### config.mk
export PLATFORM = sky130hd
export DESIGN_NAME = pwr_halt_ctrl
export DESIGN_NICKNAME = d
export VERILOG_FILES = /design/src/rtl/pwr_halt_pkg.sv /design/src/rtl/port_wake_detect.sv /design/src/rtl/irq_wake_qual.sv /design/src/rtl/settle_timer.sv /design/src/rtl/halt_fsm.sv /design/src/rtl/pwr_halt_ctrl.sv
export SDC_FILE = /design/constraint.sdc
export NUM_CORES = 1
export LEC_CHECK = 0
export CAP_MARGIN = 20
export CORE_ASPECT_RATIO = 0.5
export CORE_MARGIN = 4
export CORE_UTILIZATION = 30
export DETAILED_ROUTE_END_ITERATION = 12
export SETUP_SLACK_MARGIN = 0.3
export SLEW_MARGIN = 0
export SYNTH_ARGS = -nofsm -noshare
export SYNTH_HDL_FRONTEND = slang
export SYNTH_SLANG_ARGS = --single-unit
### constraint.sdc
create_clock -name clk -period 2 [get_ports clk]
set_input_delay 0.2 -clock clk [delete_from_list [all_inputs] [get_ports clk]]
set_output_delay 0.2 -clock clk [all_outputs]
set_load 0.03 [all_outputs]
### src/rtl/pwr_halt_pkg.sv
// Shared types for the halt/wake sequencer: controller states and the
// resume action code handed to the core.
package pwr_halt_pkg;

    typedef enum logic [1:0] {
        ST_RUN    = 2'd0,
        ST_HALTED = 2'd1,
        ST_SETTLE = 2'd2,
        ST_RESUME = 2'd3
    } halt_state_e;

    typedef enum logic [1:0] {
        ACT_NEXT   = 2'd0,
        ACT_VECTOR = 2'd1,
        ACT_WARM   = 2'd2
    } wake_act_e;

endpackage

### src/rtl/port_wake_detect.sv
// Synchronises the port pins (two flops) and flags a falling edge on any
// pin whose wake enable is set. Assumes the pins are asynchronous to clk.
module port_wake_detect #(
    parameter int PORT_W = 8
) (
    input  logic              clk,
    input  logic              rst_n,
    input  logic [PORT_W-1:0] port_i,
    input  logic [PORT_W-1:0] wake_en_i,
    output logic              wake_o
);
    logic [PORT_W-1:0] sync1_q, sync2_q, prev_q;
    logic [PORT_W-1:0] fall;

    // Two-stage synchroniser plus a history stage; idle level is high.
    always_ff @(posedge clk) begin
        if (!rst_n) begin
            sync1_q <= '1;
            sync2_q <= '1;
            prev_q  <= '1;
        end else begin
            sync1_q <= port_i;
            sync2_q <= sync1_q;
            prev_q  <= sync2_q;
        end
    end

    // Per-pin falling-edge detect, masked by the enables.
    for (genvar b = 0; b < PORT_W; b++) begin : g_pin
        assign fall[b] = prev_q[b] & ~sync2_q[b] & wake_en_i[b];
    end

    assign wake_o = |fall;
endmodule

### src/rtl/irq_wake_qual.sv
// Records the request flags at halt entry and reports only requests that
// rose afterwards as wake causes; also decides whether the vector may be
// taken (a waking request enabled and stack not full).
module irq_wake_qual #(
    parameter int NIRQ = 4
) (
    input  logic            clk,
    input  logic            rst_n,
    input  logic            capture_i,
    input  logic [NIRQ-1:0] irq_req_i,
    input  logic [NIRQ-1:0] irq_en_i,
    input  logic            stack_full_i,
    output logic            wake_o,
    output logic            vec_ok_o
);
    logic [NIRQ-1:0] stale_q;
    logic [NIRQ-1:0] fresh;

    // Snapshot of requests already pending when the halt was accepted.
    always_ff @(posedge clk) begin
        if (!rst_n)         stale_q <= '0;
        else if (capture_i) stale_q <= irq_req_i;
    end

    // Fresh requests and the vector decision.
    always_comb begin
        fresh    = irq_req_i & ~stale_q;
        wake_o   = |fresh;
        vec_ok_o = (|(fresh & irq_en_i)) && !stack_full_i;
    end
endmodule

### src/rtl/settle_timer.sv
// Counts the settling window; done_o is high in the last cycle of a run
// of CYC enabled cycles. Assumes CYC >= 2.
module settle_timer #(
    parameter int CYC = 1024
) (
    input  logic clk,
    input  logic rst_n,
    input  logic run_i,
    output logic done_o
);
    localparam int CW = (CYC > 2) ? $clog2(CYC) : 1;
    localparam logic [CW-1:0] LAST = CW'(CYC - 1);

    logic [CW-1:0] cnt_q;

    // Counter runs while enabled and restarts from zero otherwise.
    always_ff @(posedge clk) begin
        if (!rst_n || !run_i) cnt_q <= '0;
        else                  cnt_q <= cnt_q + 1'b1;
    end

    assign done_o = run_i && (cnt_q == LAST);
endmodule

### src/rtl/halt_fsm.sv
// Controller sequencing RUN -> HALTED -> SETTLE -> RESUME -> RUN and
// latching the resume action at wake time (watchdog > interrupt > port).
module halt_fsm
    import pwr_halt_pkg::*;
(
    input  logic        clk,
    input  logic        rst_n,
    input  logic        halt_i,
    input  logic        wake_wdt_i,
    input  logic        wake_irq_i,
    input  logic        irq_vec_ok_i,
    input  logic        wake_port_i,
    input  logic        settle_done_i,
    output halt_state_e state_o,
    output wake_act_e   act_o
);
    halt_state_e state_q, state_d;
    wake_act_e   act_q, act_d;

    // Next-state and action selection.
    always_comb begin
        state_d = state_q;
        act_d   = act_q;
        unique case (state_q)
            ST_RUN:    if (halt_i) state_d = ST_HALTED;
            ST_HALTED: begin
                if (wake_wdt_i) begin
                    state_d = ST_SETTLE;
                    act_d   = ACT_WARM;
                end else if (wake_irq_i) begin
                    state_d = ST_SETTLE;
                    act_d   = irq_vec_ok_i ? ACT_VECTOR : ACT_NEXT;
                end else if (wake_port_i) begin
                    state_d = ST_SETTLE;
                    act_d   = ACT_NEXT;
                end
            end
            ST_SETTLE: if (settle_done_i) state_d = ST_RESUME;
            ST_RESUME: state_d = ST_RUN;
            default:   state_d = ST_RUN;
        endcase
    end

    // State and action registers.
    always_ff @(posedge clk) begin
        if (!rst_n) begin
            state_q <= ST_RUN;
            act_q   <= ACT_NEXT;
        end else begin
            state_q <= state_d;
            act_q   <= act_d;
        end
    end

    assign state_o = state_q;
    assign act_o   = act_q;
endmodule

### src/rtl/pwr_halt_ctrl.sv
// Halt/wake sequencer top: gates the system oscillator while halted,
// clears the watchdog on entry, keeps the power-down and time-out flags,
// and hands a one-cycle resume action to the core after settling.
// Assumes halt_i, clrwdt_i and wdt_ovf_i are single-cycle strobes.
module pwr_halt_ctrl
    import pwr_halt_pkg::*;
#(
    parameter int NIRQ       = 4,
    parameter int PORT_W     = 8,
    parameter int SETTLE_CYC = 1024
) (
    input  logic              clk,
    input  logic              rst_n,
    input  logic              halt_i,
    input  logic              clrwdt_i,
    input  logic              wdt_ovf_i,
    input  logic              wdt_clk_sel_i,
    input  logic [NIRQ-1:0]   irq_req_i,
    input  logic [NIRQ-1:0]   irq_en_i,
    input  logic              stack_full_i,
    input  logic [PORT_W-1:0] port_i,
    input  logic [PORT_W-1:0] port_wake_en_i,
    output logic              sys_osc_en_o,
    output logic              cpu_hold_o,
    output logic              wdt_clr_o,
    output logic              resume_valid_o,
    output logic [1:0]        resume_act_o,
    output logic              pdf_o,
    output logic              to_o
);
    halt_state_e state;
    wake_act_e   act;
    logic        halt_acc;
    logic        port_wake, irq_wake, irq_vec_ok, settle_done;
    logic        pdf_q, to_q, wdt_clr_q;

    assign halt_acc = (state == ST_RUN) && halt_i;

    port_wake_detect #(.PORT_W(PORT_W)) port_det_i (
        .clk      (clk),
        .rst_n    (rst_n),
        .port_i   (port_i),
        .wake_en_i(port_wake_en_i),
        .wake_o   (port_wake)
    );

    irq_wake_qual #(.NIRQ(NIRQ)) irq_qual_i (
        .clk         (clk),
        .rst_n       (rst_n),
        .capture_i   (halt_acc),
        .irq_req_i   (irq_req_i),
        .irq_en_i    (irq_en_i),
        .stack_full_i(stack_full_i),
        .wake_o      (irq_wake),
        .vec_ok_o    (irq_vec_ok)
    );

    settle_timer #(.CYC(SETTLE_CYC)) settle_i (
        .clk   (clk),
        .rst_n (rst_n),
        .run_i (state == ST_SETTLE),
        .done_o(settle_done)
    );

    halt_fsm fsm_i (
        .clk          (clk),
        .rst_n        (rst_n),
        .halt_i       (halt_i),
        .wake_wdt_i   (wdt_ovf_i),
        .wake_irq_i   (irq_wake),
        .irq_vec_ok_i (irq_vec_ok),
        .wake_port_i  (port_wake),
        .settle_done_i(settle_done),
        .state_o      (state),
        .act_o        (act)
    );

    // Power-down flag: set on halt entry, cleared by the clear-watchdog strobe.
    always_ff @(posedge clk) begin
        if (!rst_n)        pdf_q <= 1'b0;
        else if (halt_acc) pdf_q <= 1'b1;
        else if (clrwdt_i) pdf_q <= 1'b0;
    end

    // Time-out flag: set by any overflow, cleared on halt entry.
    always_ff @(posedge clk) begin
        if (!rst_n)         to_q <= 1'b0;
        else if (wdt_ovf_i) to_q <= 1'b1;
        else if (halt_acc)  to_q <= 1'b0;
    end

    // One-cycle watchdog clear after halt entry when the watchdog clock survives.
    always_ff @(posedge clk) begin
        if (!rst_n) wdt_clr_q <= 1'b0;
        else        wdt_clr_q <= halt_acc && wdt_clk_sel_i;
    end

    assign sys_osc_en_o   = (state != ST_HALTED);
    assign cpu_hold_o     = (state != ST_RUN);
    assign resume_valid_o = (state == ST_RESUME);
    assign resume_act_o   = act;
    assign wdt_clr_o      = wdt_clr_q;
    assign pdf_o          = pdf_q;
    assign to_o           = to_q;
endmodule

; ---- Yosys cells after proc, flatten, opt, wreduce, memory -nomap -nowiden
; Cells that the tools add are included.
[totals]
register_bits = 45
in_bits = 31
wordCells = 78
[classes]
addsub = 1
n_eq_ne = 8
muxes = 14
bitwise_logic = 27
reduce_logical = 18
[ops]
columns = op, count
row1 = bitwise AND 1 bit, 16
row2 = two-way mux 2 bit, 8
row3 = adder 10 x 1 -> 10 bit (second input constant), 1
row4 = == test 10 bit (second input constant), 1
row5 = bitwise AND 4 bit, 2
row6 = inverter 1 bit, 8
row7 = one-hot mux 2 bit (4 select lines), 1
row8 = OR reduction 4 bit, 2
row9 = OR reduction 8 bit, 1
row10 = nonzero test 2 bit, 3
row11 = two-way mux 1 bit, 5
row12 = == test 2 bit (second input constant), 2
row13 = logical AND 1 bit, 4
row14 = != test 2 x 1 -> 1 bit (second input constant), 2
row15 = != test 4 x 2 -> 1 bit (second input constant), 1
row16 = inverter 4 bit, 1
row17 = logical NOT 1 bit, 3
row18 = AND reduction 3 bit, 1
row19 = nonzero test 3 bit, 1
row20 = == test 2 x 1 -> 1 bit (second input constant), 1
row21 = logical NOT 2 bit, 1
row22 = != test 2 bit (second input constant), 1
row23 = AND reduction 2 bit, 1
row24 = logical OR 1 bit, 1

; ---- Longest topological paths before layout
; Gate-level depths: netlist of the first run.
[logic_depth]
depth_word = 8
mapped_depth = 6

; ---- Modules after synthesis
; Synthesis of the first run repeated with hierarchy kept, for this count alone.
[hier_totals]
cells_unflattened = 176
hier_area_um2 = 1740.4
[modules_own_cells]
columns = mod, n_inst, cells_per_inst, area_each_um2, seq_area_each_um2
row1 = port_wake_detect, 1, 65, 710.7, 480.5
row2 = settle_timer, 1, 46, 409.1, 200.2
row3 = halt_fsm, 1, 28, 250.2, 80.1
row4 = irq_wake_qual, 1, 23, 234.0, 80.1
row5 = pwr_halt_ctrl, 1, 14, 136.4, 60.1

; ---- Least setup slack after synthesis of the first run
; Ideal clock, no wire load.
[synth_timing]
kind = reg2reg
start = register fsm_i.state_q[0], in the netlist fsm_i.state_o[0]
end = register fsm_i.state_q[0], in the netlist fsm_i.state_o[0]
t_arrival_ns = 1.390
required_ns = 1.928
setup_slack_ns = 0.539
stages_incl_launch_ff = 7
n_path_buf = 0
synth_period_minus_slack_ns = 1.461
cell_sequence = dfxtp_1 -> inv_1 -> ha_1 -> inv_1 -> o21ai_1 -> a31oi_2 -> mux2i_1
[synth_via]
elab_chain_cells = 4
word_cells_on_any_way = 10
[synth_rtl]
columns = item, line
row1 = start: declaration, halt_fsm.sv:17  ; halt_state_e state_q, state_d;
row2 = start signal: assignment, halt_fsm.sv:50  ; state_q <= state_d;
row3 = == test 2 bit, "halt_fsm.sv:24, pwr_halt_ctrl.sv:61"
row4 = logical AND 1 bit, settle_timer.sv:22  ; assign done_o = run_i && (cnt_q == LAST);
row5 = != test 2 x 1 -> 1 bit (no source line), --
row6 = AND reduction 3 bit (no source line), --
; Several ways; a longest one is shown, not always the timed one.
; A chain may end at the register's enable or synchronous reset.

; ---- Final worst setup path of the first run
[layout_timing]
start = register settle_i.cnt_q[0]
end = register fsm_i.state_q[0], in the netlist fsm_i.state_o[0]
[layout_via]
elab_chain_cells = 4
[layout_rtl]
columns = item, line
row1 = start: declaration, settle_timer.sv:14  ; logic [CW-1:0] cnt_q;
row2 = start signal: assignment, settle_timer.sv:19  ; else cnt_q <= cnt_q + 1'b1;
row3 = == test 10 bit, settle_timer.sv:22
row4 = logical AND 1 bit, settle_timer.sv:22
row5 = != test 2 x 1 -> 1 bit (no source line), --
row6 = AND reduction 3 bit (no source line), --
; Every way passes these cells.

==> results.yml, run 1 <==
outcome:
  outcome: "finished, final reports clean"
die:
  fp.dieH_um: 61.49
  rows: 19
  core_area_sq_um: 5515
  die_w_um: 115.0
  die_area_sq_um: 7070
  initial_core_util_pct: 31.13
  ios: 39
synthesis:
  synthFlopType: "dfxtp_1"
  synth_seq_area_share_pct: 52.48
  yosysUniqueCellTypes: 30
  synth_area_leader_cell: "dfxtp_1"
  yosys_warnings: 0
  synth_area_sq_um: 1717
  synth_nets: 213
  yosysMostFrequentCell: "dfxtp_1"
  synthTopCellsByCount: "45 x dfxtp_1, 25 x nand2b_1, 23 x nand2_1"
  avgSynthCellArea_sq_um: 9.754
  synthCells: 176
  synthArstFlopShare_pct: 0
  synth-seq-cells: 45
  synthTopCellsByArea: "dfxtp_1 52%, nand2b_1 9.1%, nand2_1 5.0%, ha_1 4.4%, nor2_1 3.1%"
  synth_top_area_share_pct: 52.48
  synth_enable_flop_cells: 0
worst_setup_path:
  crit_required_ns: 2.21
  start_kind: "flop"
  path_class: "flop to flop"
  worst_ep_arrival_time_ns: 1.78
  crit_fanout: 3
  end_kind: "flop"
sta:
  relSlewSlack_pct: 74.45
  rsz0062_at_grt: "no"
  slew_violations: 0
  post-route-min-period_ns: 1.565
  fin_skew_ns: 0.006077
  fmax_mhz: 639.1
  finalSetupViolations: 0
  tns_ns: 0
  hold_viol: 0
  period_share_pct: 78.24
  worst_slew_pin_slew_ns: 0.3821
global_route:
  grt_usage_pct: 9.619
  grt_max_degree: 20
  grt_pass1_wl_um: 5154
  antenna_found_initial: 0
  grt_overflow: 0
  grt_pass1_vias: 1217
placement:
  gp_congestion: 0.7821
  dp_hpwl_um: 2410
  numPortBuffers: 38
clock_tree:
  post_cts_buffers: 0
  cts_buffers: 5
  cts_tree: "yes"
  clock_latency_ns: 0.28
  htreeDepth: 2
  clockBufferDepth: 2
  cts.clk_slew.worst_paths_ns: 0.06
  cts-hold-fix-buffers: 0
  cts.sinks: 45
  root_buffer: "clkbuf_16"
route:
  wl_per_cell_um: 10.68
  drt_wl_total_um: 3128
  first_pass_iters: 4
  vias: 1254
  initialDrtViolationCount: 20
  drc: 0
  ant_nets: 0
  via_per_inst: 4.280
final_layout:
  area_growth_pct: 36.30
  multi_input_area_sq_um: 772.0
  nNetsFinal: 256
  n_fill_cell: 541
  antenna_cells: 0
  seq_area_sq_um: 900.9
  drive_above_1_share_pct: 9.091
run:
  max_cap_violations: 0
power:
  powerDensity_nw_per_um2: 1028
  irDropWorstVdd_v: 0.0004026
  p_leak_nw: 0.9074
  power_mw: 2.406
min_path:
  hp-class: "flop to flop"
[cell usage in the layout (no fill, tap or decap)]
master | synthesis | final
clkbuf_16 | 0 | 5
nand2b_4 | 1 | 1
a21boi_0 | 5 | 5
or2_2 | 1 | 1
nor4_4 | 1 | 1
o2111ai_4 | 1 | 1
o21ai_1 | 2 | 2
clkbuf_2 | 0 | 2
and3_1 | 2 | 2
a31oi_2 | 1 | 1
o21bai_1 | 1 | 1
xnor2_1 | 3 | 3
nand2_1 | 23 | 23
o21ai_0 | 1 | 1
nand3_1 | 10 | 10
mux2i_1 | 3 | 3
o32a_1 | 1 | 1
a21oi_1 | 2 | 2
clkdlybuf4s50_1 | 0 | 35
o31ai_2 | 0 | 1
o221ai_1 | 1 | 1
nand4_1 | 1 | 1
nor2b_1 | 1 | 1
dfxtp_1 | 45 | 45
xor2_1 | 5 | 5
buf_4 | 0 | 2
nand2b_1 | 25 | 25
dlygate4sd2_1 | 0 | 1
nor4b_1 | 1 | 1
nor2_1 | 14 | 14
clkbuf_8 | 0 | 2
inv_1 | 9 | 9
nand2b_2 | 2 | 2
ha_1 | 6 | 6
clkinv_2 | 0 | 1
o22ai_1 | 3 | 3
[final cells by class]
class | count | area share, %
Inverter | 9 | 1.444
Timing Repair Buffer | 40 | 16.42
Tap cell | 73 | 3.904
Multi-Input combinational cell | 118 | 32.99
Sequential cell | 45 | 38.50
Clock inverter | 1 | 0.2139
Clock buffer | 7 | 6.524
[final timing paths]
path / from / endpoint / slack, ns / cells after the start
hold reg to reg: port_det_i.sync1_q[6] / port_det_i.sync2_q[6] / 0.40 / 1
setup reg to reg: settle_i.cnt_q[0] / fsm_i.state_o[0] / 0.44 / 6
setup / recovery: settle_i.cnt_q[0] / fsm_i.state_o[0] / 0.44 / 6
hold / removal: port_det_i.sync1_q[6] / port_det_i.sync2_q[6] / 0.40 / 1
[flip-flops by register name, indices dropped and copies added, names as in the netlist]
name	cells
settle_i.cnt_q	10
port_det_i.prev_q	8
port_det_i.sync1_q	8
port_det_i.sync2_q	8
irq_qual_i.stale_q	4
fsm_i.act_o	2
fsm_i.state_o	2
pdf_o	1
to_o	1
wdt_clr_o	1
[worst max-delay path, stage by stage, from the launching register on]
cell	delay [ns]
dfxtp_1	0.36
ha_1	0.22
nand3_1	0.12
o31ai_2	0.26
o21ai_1	0.12
a31oi_2	0.22
mux2i_1	0.20
[logic make-up (layout without fill, tap and decap cells)]
| kind of cell | after synthesis | count (layout) | share of synthesized area (%) |
|---|---|---|---|
| buf+inv | 13 | 57 | 2.842 |
| flops | 45 | 45 | 52.48 |
| xor+xnor | 8 | 8 | 4.082 |
| mux | 3 | 3 | 1.749 |
| simple gates | 82 | 82 | 25.51 |
| fa+ha+maj | 6 | 6 | 4.373 |
| compound gates | 19 | 19 | 8.966 |
[routing by layer]
layer	track usage, %	share of wire [%]	wire length (um)
met5	0	0	0
met4	5.017	1.6	51
met1	10.62	46	1430
met3	3.827	2.8	88
met2	16.53	50	1558
[timing repair]
item                       in CTS  in global routing
pin swaps                       0                  0
gates resized for setup         3                  5
setup endpoints to repair       3                  4
[where the power goes]
group	internal, mW	switching, mW
combinational	0.237	0.318
clock	0.528	0.309
sequential	0.968	0.0460
[through the flow]
step	hold WS [ns]	std cells	setup slack (ns)	utilization (%)	area [sq um]
final	0.4037	293	0.4353	42.42	2340
after global routing	0.4332	293	0.3194	42.42	2340
after CTS	0.4043	293	0.2359	42.47	2342
after detailed placement	0.3909	285	0.2725	39.68	2188
after global placement	0.3889	285	0.3254	39.68	2188
after floorplan	0.3015	176	0.5387	-	1717
Power figures use the tool's default switching activity.
==> run 2: changes to the inputs <==
==> constraint.sdc (replaced) <==
create_clock -name clk -period 1.4 [get_ports clk]
set_input_delay 0.14 -clock clk [delete_from_list [all_inputs] [get_ports clk]]
set_output_delay 0.14 -clock clk [all_outputs]
set_load 0.03 [all_outputs]
==> run 2 against run 1 <==
Compared with the run above: the run now ends with setup timing left; first-iteration DRC count is 80% higher; register-to-register slack worse by 0.41 ns; global-route usage rose by 0.66 points; flip-flop and latch count unchanged; clock skew decreased by 0.00079 ns.
==> results.yml, run 2 (synthesis gave the netlist of run 1 again) <==
outcome:
  outcome: "finished with violations"
  failed_checks: "setup timing"
final_layout:
  nNetsFinal: 268
  largest_reg_flops: 10
  fin_cells: 305
  regMostFlops: "settle_i.cnt_q"
  antenna_cells: 0
  final_cell_mix: "34 x dfxtp_1, 29 x clkdlybuf4s50_1, 25 x nand2b_1"
  final_common_cell: "dfxtp_1"
  area_growth_pct: 54.88
  n_fill_cell: 517
  drive_above_1_share_pct: 31.03
  design_area_sq_um: 2659
route:
  drt_wl_total_um: 3386
  wl_per_cell_um: 11.10
  initialDrtViolationCount: 36
  ant_nets: 0
  wirelength_met1_um: 1481
  routed.top_layer: "met4"
  wl_met3_um: 102
  via_per_inst: 4.377
  drc: 0
  wl_met2_um: 1766
  vias: 1335
  first_pass_iters: 3
worst_setup_path:
  crit_required_ns: 1.26
  cpMaxStageDelayCell: "dfxtp_1"
  crit_fanout: 4
  crit_family: "flip-flops"
  cp_num_buf_inv: 3
  worst_ep_arrival_time_ns: 1.26
  path_cells: "inv_2 -> ha_2 -> inv_2 -> buf_4"
  start_kind: "flop"
  path_class: "flop to primary output"
  end_kind: "primary output"
  cpPeakStageDelay_ns: 0.43
  cpMostUsedCell: "inv_2"
sta:
  worst_slew_pin_slew_ns: 0.3132
  slew_violations: 0
  fin_ws_ns: -0.001508
  fin_skew_ns: 0.005289
  rsz0062_at_grt: "yes"
  relSlewSlack_pct: 79.04
  period_share_pct: 100.1
  fmax_mhz: 713.5
  post-route-min-period_ns: 1.402
  hold_viol: 0
  finalSetupViolations: 1
die:
  die_area_sq_um: 7070
  core_area_sq_um: 5515
  initial_core_util_pct: 31.13
  fp.dieH_um: 61.49
  die_w_um: 115.0
  ios: 39
  rows: 19
placement:
  placed_cell_area_sq_um: 2312
  gp_congestion: 0.7650
  placed_cells: 292
  numPortBuffers: 38
  dp_hpwl_um: 2496
power:
  irDropWorstVdd_v: 0.0007388
  p_leak_nw: 1.005
  powerDensity_nw_per_um2: 1497
clock_tree:
  cts_buffers: 5
  root_buffer: "clkbuf_16"
  clock_latency_ns: 0.29
  cts_tree: "yes"
  clockBufferDepth: 2
  cts.clk_slew.worst_paths_ns: 0.07
  cts.sinks: 45
  htreeDepth: 2
min_path:
  hp-class: "input port to flop"
global_route:
  grt_pass1_wl_um: 5761
  grt_pass1_vias: 1360
  grt_overflow: 0
  grt_max_degree: 25
  antenna_found_initial: 0
  grt_usage_pct: 10.28
run:
  max_cap_violations: 0
==> run 2: path summary, 6_finish.rpt <==
path / start / endpoint / slack, ns / cells past startpoint
worst min register to register: port_det_i.sync1_q[5] / port_det_i.sync2_q[5] / 0.41 / 1
worst min-delay path: wdt_ovf_i / fsm_i.act_o[1] / 0.32 / 3
worst max-delay path: fsm_i.state_o[1] / sys_osc_en_o / -0.002 / 4
worst max register to register: settle_i.cnt_q[1] / fsm_i.state_o[1] / 0.03 / 6
==> run 2: worst min-delay path, cell delays in order <==
cell and delay, ns:
dlygate4sd2_1 0.29, nand2_1 0.07, mux2i_1 0.06
==> run 2: metrics by stage <==
stage / setup slack [ns] / total power, mW / hold WS, ns / util [%] / TNS (ns)
after floorplan: 0.1359 / 2.073 / 0.2415 / - / 0
after global placement: -0.1459 / 2.482 / 0.3901 / 41.92 / -0.4005
after detailed placement: -0.1869 / 2.505 / 0.3922 / 41.92 / -0.5083
after CTS: -0.01632 / 3.958 / 0.3122 / 46.30 / -0.01632
after global routing: -0.06569 / 4.187 / 0.3407 / 48.21 / -0.1496
final: -0.001508 / 3.981 / 0.3224 / 48.21 / -0.001508
==> run 2: what timing repair did <==
item / 4_1_cts / 5_1_grt
pin swaps: 1 / 9
gates resized for setup: 33 / 25
hold buffers: 0 / 0
endpoints found under the setup margin: 28 / 23
gates cloned: 0 / 0
setup buffers: 1 / 4
==> run 2: layout make-up <==
class | instances | area (sq um) | area share, %
Clock buffer | 5 | 125.1 | 4.706
Timing Repair Buffer | 52 | 515.5 | 19.39
Clock inverter | 3 | 47.55 | 1.788
Inverter | 9 | 36.28 | 1.365
Tap cell | 73 | 91.34 | 3.435
Sequential cell | 45 | 914.6 | 34.40
Multi-Input combinational cell | 118 | 928.4 | 34.92
==> run 2: report_power, final <==
part           switching [mW]  total [mW]  internal [mW]
clock network           0.503        1.36          0.854
logic                   0.592        1.16          0.573
registers              0.0690        1.46           1.39
==> run 2: routing by layer <==
| metal | track usage [%] | vias to the layer above |
|---|---|---|
| met5 | 0 | - |
| met4 | 4.013 | 0 |
| met3 | 3.140 | 5 |
| met2 | 18.01 | 15 |
| met1 | 12.15 | 625 |
| li1 | - | 690 |
